[src/rtl/flash_map_pkg.sv]
package flash_map_pkg;
   // access width selected by the wide_mode input
   typedef enum logic {
      ACC_BYTE = 1'b0,
      ACC_WORD = 1'b1
   } acc_mode_e;
endpackage

[src/rtl/page_reg.sv]
module page_reg (
   input  logic clk,
   input  logic rst,
   input  logic set_stb,
   input  logic new_page,
   output logic page_q
);
   always_ff @(posedge clk) begin
      if (rst)          page_q <= 1'b0;
      else if (set_stb) page_q <= new_page;
   end

   // page comes out of reset as 0
   p_reset_page_r1: assert property (@(posedge clk) disable iff (rst)
      $past(rst) |-> (page_q == 1'b0));
   // strobe loads the selector bit
   p_load_page_r2: assert property (@(posedge clk) disable iff (rst)
      set_stb |=> (page_q == $past(new_page)));
   // no strobe, no change
   p_hold_page_r3: assert property (@(posedge clk) disable iff (rst)
      !set_stb |=> $stable(page_q));
endmodule

[src/rtl/access_page_hold.sv]
module access_page_hold (
   input  logic clk,
   input  logic rst,
   input  logic ce,
   input  logic live_page,
   output logic eff_page
);
   logic ce_q;
   logic held_q;

   // while an access continues, reuse the page seen when it began
   assign eff_page = (ce && ce_q) ? held_q : live_page;

   always_ff @(posedge clk) begin
      if (rst) begin
         ce_q   <= 1'b0;
         held_q <= 1'b0;
      end else begin
         ce_q   <= ce;
         held_q <= eff_page;
      end
   end
endmodule

[src/rtl/flash_addr_former.sv]
module flash_addr_former
   import flash_map_pkg::*;
#(
   parameter int BUS_AW       = 20,
   parameter bit BYTE_MODE_EN = 1'b1,
   localparam int FLASH_AW    = BUS_AW + 2
) (
   input  logic [BUS_AW-1:0]   bus_addr,
   input  logic                upper_cs,
   input  logic                page,
   input  acc_mode_e           mode,
   output logic [FLASH_AW-1:0] faddr,
   output logic                byte_sel
);
   generate
      if (BYTE_MODE_EN) begin : g_dual
         always_comb begin
            if (mode == ACC_WORD) begin
               faddr    = {upper_cs, page, bus_addr};
               byte_sel = 1'b0;
            end else begin
               faddr    = {upper_cs, page, 1'b0, bus_addr[BUS_AW-1:1]};
               byte_sel = bus_addr[0];
            end
         end
      end else begin : g_word_only
         logic unused_mode;
         assign unused_mode = (mode == ACC_BYTE);
         assign faddr    = {upper_cs, page, bus_addr};
         assign byte_sel = 1'b0;
      end
   endgenerate
endmodule

[src/rtl/paged_flash_mapper.sv]
module paged_flash_mapper
   import flash_map_pkg::*;
#(
   parameter int BUS_AW       = 20,
   parameter bit BYTE_MODE_EN = 1'b1,
   localparam int FLASH_AW    = BUS_AW + 2,
   localparam int PAGE_BIT    = BUS_AW
) (
   input  logic                clk,
   input  logic                rst,
   input  logic [BUS_AW-1:0]   bus_addr,
   input  logic                fcs_a,
   input  logic                fcs_b,
   input  logic                ctl_sel,
   input  logic                wr_en,
   input  logic                rd_en,
   input  logic                wide_mode,
   output logic [FLASH_AW-1:0] flash_addr,
   output logic                flash_byte_sel,
   output logic                flash_ce,
   output logic                page_out,
   output logic                ctl_rdata
);
   initial begin
      if (BUS_AW < 2) $error("BUS_AW must be at least 2");
   end

   logic      page_live;
   logic      page_eff;
   acc_mode_e mode;

   assign flash_ce  = fcs_a | fcs_b;
   assign mode      = wide_mode ? ACC_WORD : ACC_BYTE;
   assign page_out  = page_live;
   assign ctl_rdata = ctl_sel & rd_en & page_live;

   page_reg u_page (
      .clk      (clk),
      .rst      (rst),
      .set_stb  (ctl_sel & wr_en),
      .new_page (bus_addr[0]),
      .page_q   (page_live)
   );

   access_page_hold u_hold (
      .clk       (clk),
      .rst       (rst),
      .ce        (flash_ce),
      .live_page (page_live),
      .eff_page  (page_eff)
   );

   flash_addr_former #(
      .BUS_AW       (BUS_AW),
      .BYTE_MODE_EN (BYTE_MODE_EN)
   ) u_form (
      .bus_addr (bus_addr),
      .upper_cs (fcs_b),
      .page     (page_eff),
      .mode     (mode),
      .faddr    (flash_addr),
      .byte_sel (flash_byte_sel)
   );

   // page bit frozen across a continuing access
   p_frozen_page_r8: assert property (@(posedge clk) disable iff (rst)
      (flash_ce && $past(flash_ce)) |->
         (flash_addr[PAGE_BIT] == $past(flash_addr[PAGE_BIT])));
   // a fresh access starts with the live page
   p_fresh_page_r8: assert property (@(posedge clk) disable iff (rst)
      $rose(flash_ce) |-> (flash_addr[PAGE_BIT] == page_out));
endmodule

[config.mk]
export PLATFORM = sky130hd
export DESIGN_NAME = paged_flash_mapper
export DESIGN_NICKNAME = d
export VERILOG_FILES = /design/src/rtl/flash_map_pkg.sv /design/src/rtl/page_reg.sv /design/src/rtl/access_page_hold.sv /design/src/rtl/flash_addr_former.sv /design/src/rtl/paged_flash_mapper.sv
export SDC_FILE = /design/constraint.sdc
export NUM_CORES = 1
export LEC_CHECK = 0
export ABC_AREA = 1
export ABC_CLOCK_PERIOD_IN_PS = 1600
export BUFFER_PORTS_ARGS = -buffer_cell sky130_fd_sc_hd__buf_4
export CORE_AREA = 4 4 41 43
export DETAILED_ROUTE_END_ITERATION = 8
export DIE_AREA = 0 0 45 47
export PLACE_DENSITY = 0.79
export SYNTH_ARGS = -nofsm -noshare
export SYNTH_HDL_FRONTEND = slang
export SYNTH_SLANG_ARGS = --single-unit
export TNS_END_PERCENT = 1
[constraint.sdc]
create_clock -name clk -period 1.6 [get_ports clk]
set_input_delay 0.08 -clock clk [delete_from_list [all_inputs] [get_ports clk]]
set_output_delay 0.08 -clock clk [all_outputs]
set_load 0.05 [all_outputs]
* Word-level counts from Yosys, hierarchy flattened
Cells that the tools add are included.
** Word-level totals
- Register bits after elaboration :: 3
- Input port bits :: 28
- Output and inout bits :: 26
- Word-level logic and storage cells :: 12
** Cells by class
- Mux-type cells :: 4
- Bitwise logic cells :: 4
- Reductions and logical operators :: 1
** Operators by type and width (count)
- $mux W20 :: 1
- $and A1 B1 Y1 :: 3
- $mux W1 :: 3
- $logic_and A1 B1 Y1 :: 1
- $or A1 B1 Y1 :: 1

* Depth between registers and ports, before layout
- Word-level depth :: 3
- Gate-level depth with buffers :: 6

* Cells and area by module
Synthesis repeated with hierarchy kept, for this count alone.
** Unflattened totals
- Cell total of the unflattened synthesis :: 92
- Area total of the unflattened synthesis :: 419.2 um^2
** Modules (own cells, without submodules)
- flash_addr_former :: times used 1, cells an instance 67, area an instance 265.3 um^2, sequential area each 0.0 um^2
- access_page_hold :: times used 1, cells an instance 12, area an instance 83.8 um^2, sequential area each 40.0 um^2
- page_reg :: times used 1, cells an instance 7, area an instance 45.0 um^2, sequential area each 20.0 um^2
- paged_flash_mapper :: times used 1, cells an instance 6, area an instance 25.0 um^2, sequential area each 0.0 um^2

* Worst setup path before layout
OpenSTA, ideal clock, no wires.
- Path kind :: register -> output
- Start point :: register u_page.page_q
- End point :: output ctl_rdata
- Arrival :: 1424 ps
- Data required time :: 1520 ps
- Path slack :: 96 ps
- Cell stages (with the launch flop) :: 3
- Cells stage by stage :: dfxtp_1 inv_1 nor2_1
** On the way
- Cells in the longest elaborated chain, start to end :: 1
** RTL lines
- from (decl) :: RTL line page_reg.sv:6 : output logic page_q
- from (signal assigned) :: RTL line page_reg.sv:10 : else if (set_stb) page_q <= new_page;
- $and A1 B1 Y1 :: RTL line paged_flash_mapper.sv:35 : assign ctl_rdata = ctl_sel & rd_en & page_live;
- to (decl) :: RTL line paged_flash_mapper.sv:22 : output logic ctl_rdata
No other way between the ends.

* Final worst setup path
- Start point :: register u_hold.ce_q
- End point :: output flash_addr[20]
** On the way
- Cells in the longest elaborated chain, start to end :: 2
** RTL lines
- from (decl) :: RTL line access_page_hold.sv:8 : logic ce_q;
- from (signal assigned) :: RTL line access_page_hold.sv:16 : ce_q <= 1'b0;
- from (signal assigned) :: RTL line access_page_hold.sv:19 : ce_q <= ce;
- $logic_and A1 B1 Y1 :: RTL line access_page_hold.sv:12 : assign eff_page = (ce && ce_q) ? held_q : live_page;
- $mux W1 :: RTL line access_page_hold.sv:12
- to (decl) :: RTL line paged_flash_mapper.sv:18 : output logic [FLASH_AW-1:0] flash_addr,
No other way between the ends.

==> results by group <==
Power and ir drop
  • Clock share of power: 22.8%
  • Power per standard cell area: 736.3 mW/mm²
  • Final total power: 588.7 µW
  • Worst ir drop on vdd: 398.8 µV
  • Sequential Power Share: 14.0%
  • Int Power: roughly 300 µW
  • Lkg Pwr: 0.0004778 µW
  • Comb pwr share: 63.1%
  • Net Switching: 286.4 µW
  • Switching Share: 48.65%

Setup path
  • Worst setup EP type: output pin
  • Startpoint types: flop
  • Crit path from: u_hold.ce_q
  • WS Path Type: reg -> out
  • CP Max Fanout: 2
  • R2r endpoint: u_hold.held_q
  • RR Startpoint: u_page.page_q
  • Critical Path RT: 1.52 ns
  • Flop-to-flop setup slack: 0.94 ns
  • R2R cell count: 4
  • Crit path DAT: 0.99 ns

Route
  • Final WL: roughly 1300 µm
  • Vias/cell: 4.371
  • Vias: around 610
  • Pre-antenna DRT Iters: 4
  • Iteration-0 DRC Markers: 6
  • DRC Markers: 0
  • Routed len/inst: 9.571 µm
  • Antenna Nets Post-Route: 0

Timing
  • Period minus WS final: 1.068 ns
  • Worst Tran Pin Value: roughly 0.31 ns
  • Fin crit share: 66.76%
  • Worst setup margin: 0.5318 ns
  • Slew Viols, Final: 0
  • Worst slew margin: 79.11%
  • Max Fclk: 936.1 MHz
  • Worst-case clock skew: 0.003788 ns
  • Final hold violation count: 0
  • RSZ-0062 raised after global routing: no
  • Setup_tns: 0 ns
  • Setup violators final: 0

Yosys
  • Flops & latches, synth: 3
  • Sequential cell area fraction in the yosys report: 14.63%
  • Total nets after synthesis: a little over 100
  • Number of synthesized flops with an enable pin: 0
  • Top post-synthesis cells by area: dfxtp_1, inv_1, a21oi_1
  • Most frequent cells after synthesis: inv_1, nand2_1, nor2_1, a21oi_1, o21ai_0
  • Cell taking the most area after synthesis: dfxtp_1
  • Main synth FF type: dfxtp_1
  • Ys Warns: 0
  • Netlist cell types: 13
  • Most common cell in the netlist: inv_1
  • Share of the synthesized area in the top cell type: 14.63%
  • Gate Count Post-Synth: 74
  • Mapped Avg Cell Area: approximately 5.5 µm²
  • Fraction of registers with async set/reset: 0%
  • Post-Syn Area: 410.4 µm²

Final layout
  • Layout cells sized above 1: 46.40%
  • Area grow syn2layout: 94.82%
  • Final instance area: 799.5 µm²
  • Ant diodes: 0
  • Post-layout util: 61.44%
  • Fin nets: 154

Global route
  • First-pass GRT wire length: 2014 µm
  • Vias in the first global route: 518
  • Total GRT Usage: 12.95%
  • Gr ovfl total: 0
  • Largest net degree at the start of global routing: 39
  • Initial antenna violation count: 0

Worst hold path
  • Worst Hold Launch: rst
  • Hold path depth: 2
  • Worst min path class: in -> reg
  • WHS Endpoint: u_hold.held_q

Place
  • PortBufs: between 50 and 60
  • Gp weighted congestion: roughly 0.67
  • HPWL after DPL: 1137 µm
  • Placement Cell Area: just under 800 µm²
  • Pre-CTS WS: 0.6308 ns

CTS
  • Clk sinks: 3
  • Clock buffer depth: 2
  • Htree depth: 1
  • Post-cts hold buffer count: 0
  • Clock Pin Slew Worst Setup and Hold Paths: 0.04 ns
  • CTS resizes: 0
  • Setup bufs post-CTS: 0
  • Worst skew pair latency: 0.24 ns
  • Root Driver: clkbuf_4
  • CTS tree: done
  • TritonCTS Buffers: 3

Run
  • Max-Cap Viols: 0

Floorplan
  • Row count: 13
  • Die height: around 47 µm
  • Core Region: ~0.0013 mm²
  • Width of the die: about 45 µm
  • Die area: 0.002115 mm²
  • Initial cell density of the core: 31.54%
  • IO Pins: 54

Outcome
  • Outcome: finished clean
state kept, by name (all words and copies together) (netlist names):
| register | count |
|---|---|
| u_page.page_q | 1 |
| u_hold.ce_q | 1 |
| u_hold.held_q | 1 |
worst max-delay path by stage:
stage	end	slack [ns]	depth (start not counted)
final	flash_addr[20]	0.53	5
after global routing	flash_addr[20]	0.47	5
after CTS	flash_addr[20]	0.52	5
after detailed placement	flash_addr[18]	0.63	3
after global placement	flash_addr[18]	0.64	3
after floorplan	ctl_rdata	0.1	2
placed cells by master, fill, tap and decap left out:
cell,n
o21bai_1,1
inv_1,15
nand2_1,14
o21ai_0,8
clkbuf_1,1
nand3_1,1
nor2_1,12
clkbuf_4,3
a21oi_1,11
buf_4,53
mux2_4,2
dfxtp_1,3
o21ai_1,1
layer usage:
metal	global-route usage [%]	part of all wire, %	vias up	wire length [µm]
met5	0	0	-	0
li1	-	-	328	-
met1	14.32	37	238	490
met3	4.215	20	4	266
met2	20.34	41	42	549
met4	10.53	2.5	0	34
cell type report:
class	count	area (µm²)
Clock buffer	4	26.28
Fill cell	135	501.7
Inverter	15	56.30
Multi-Input combinational cell	50	240.2
Sequential cell	3	60.06
Tap cell	15	18.77
Timing Repair Buffer	53	397.9
worst max-delay path, stage by stage (launching register included):
cell and delay [ns]:
dfxtp_1 0.32, o21ai_0 0.08, nand2_1 0.06, nand2_1 0.06, inv_1 0.05, buf_4 0.18
logic make-up after synthesis:
family          synth area share (%)
mux                            7.317
compound gates                 26.22
buf+inv                        26.83
simple gates                   25.00
flops                          14.63
power groups by stage:
stage	Clock [µW]	Sequential [µW]	Combinational, µW
2_1_floorplan	0	89.1	245
3_3_place_gp	0	83.7	371
3_5_place_dp	0	83.8	373
4_1_cts	141	82.6	374
5_1_grt	145	83.3	393
6_report	134	82.6	372
stage by stage:
stage / cells / hold WS, ns
final: 140 / 0.01654
after global routing: 140 / 0.01900
after CTS: 140 / 0.01051
after floorplan: 74 / 0.1491
after global placement: 136 / 0.2586
after detailed placement: 136 / 0.2599
Note: power is estimated with default switching activity, not from simulation.
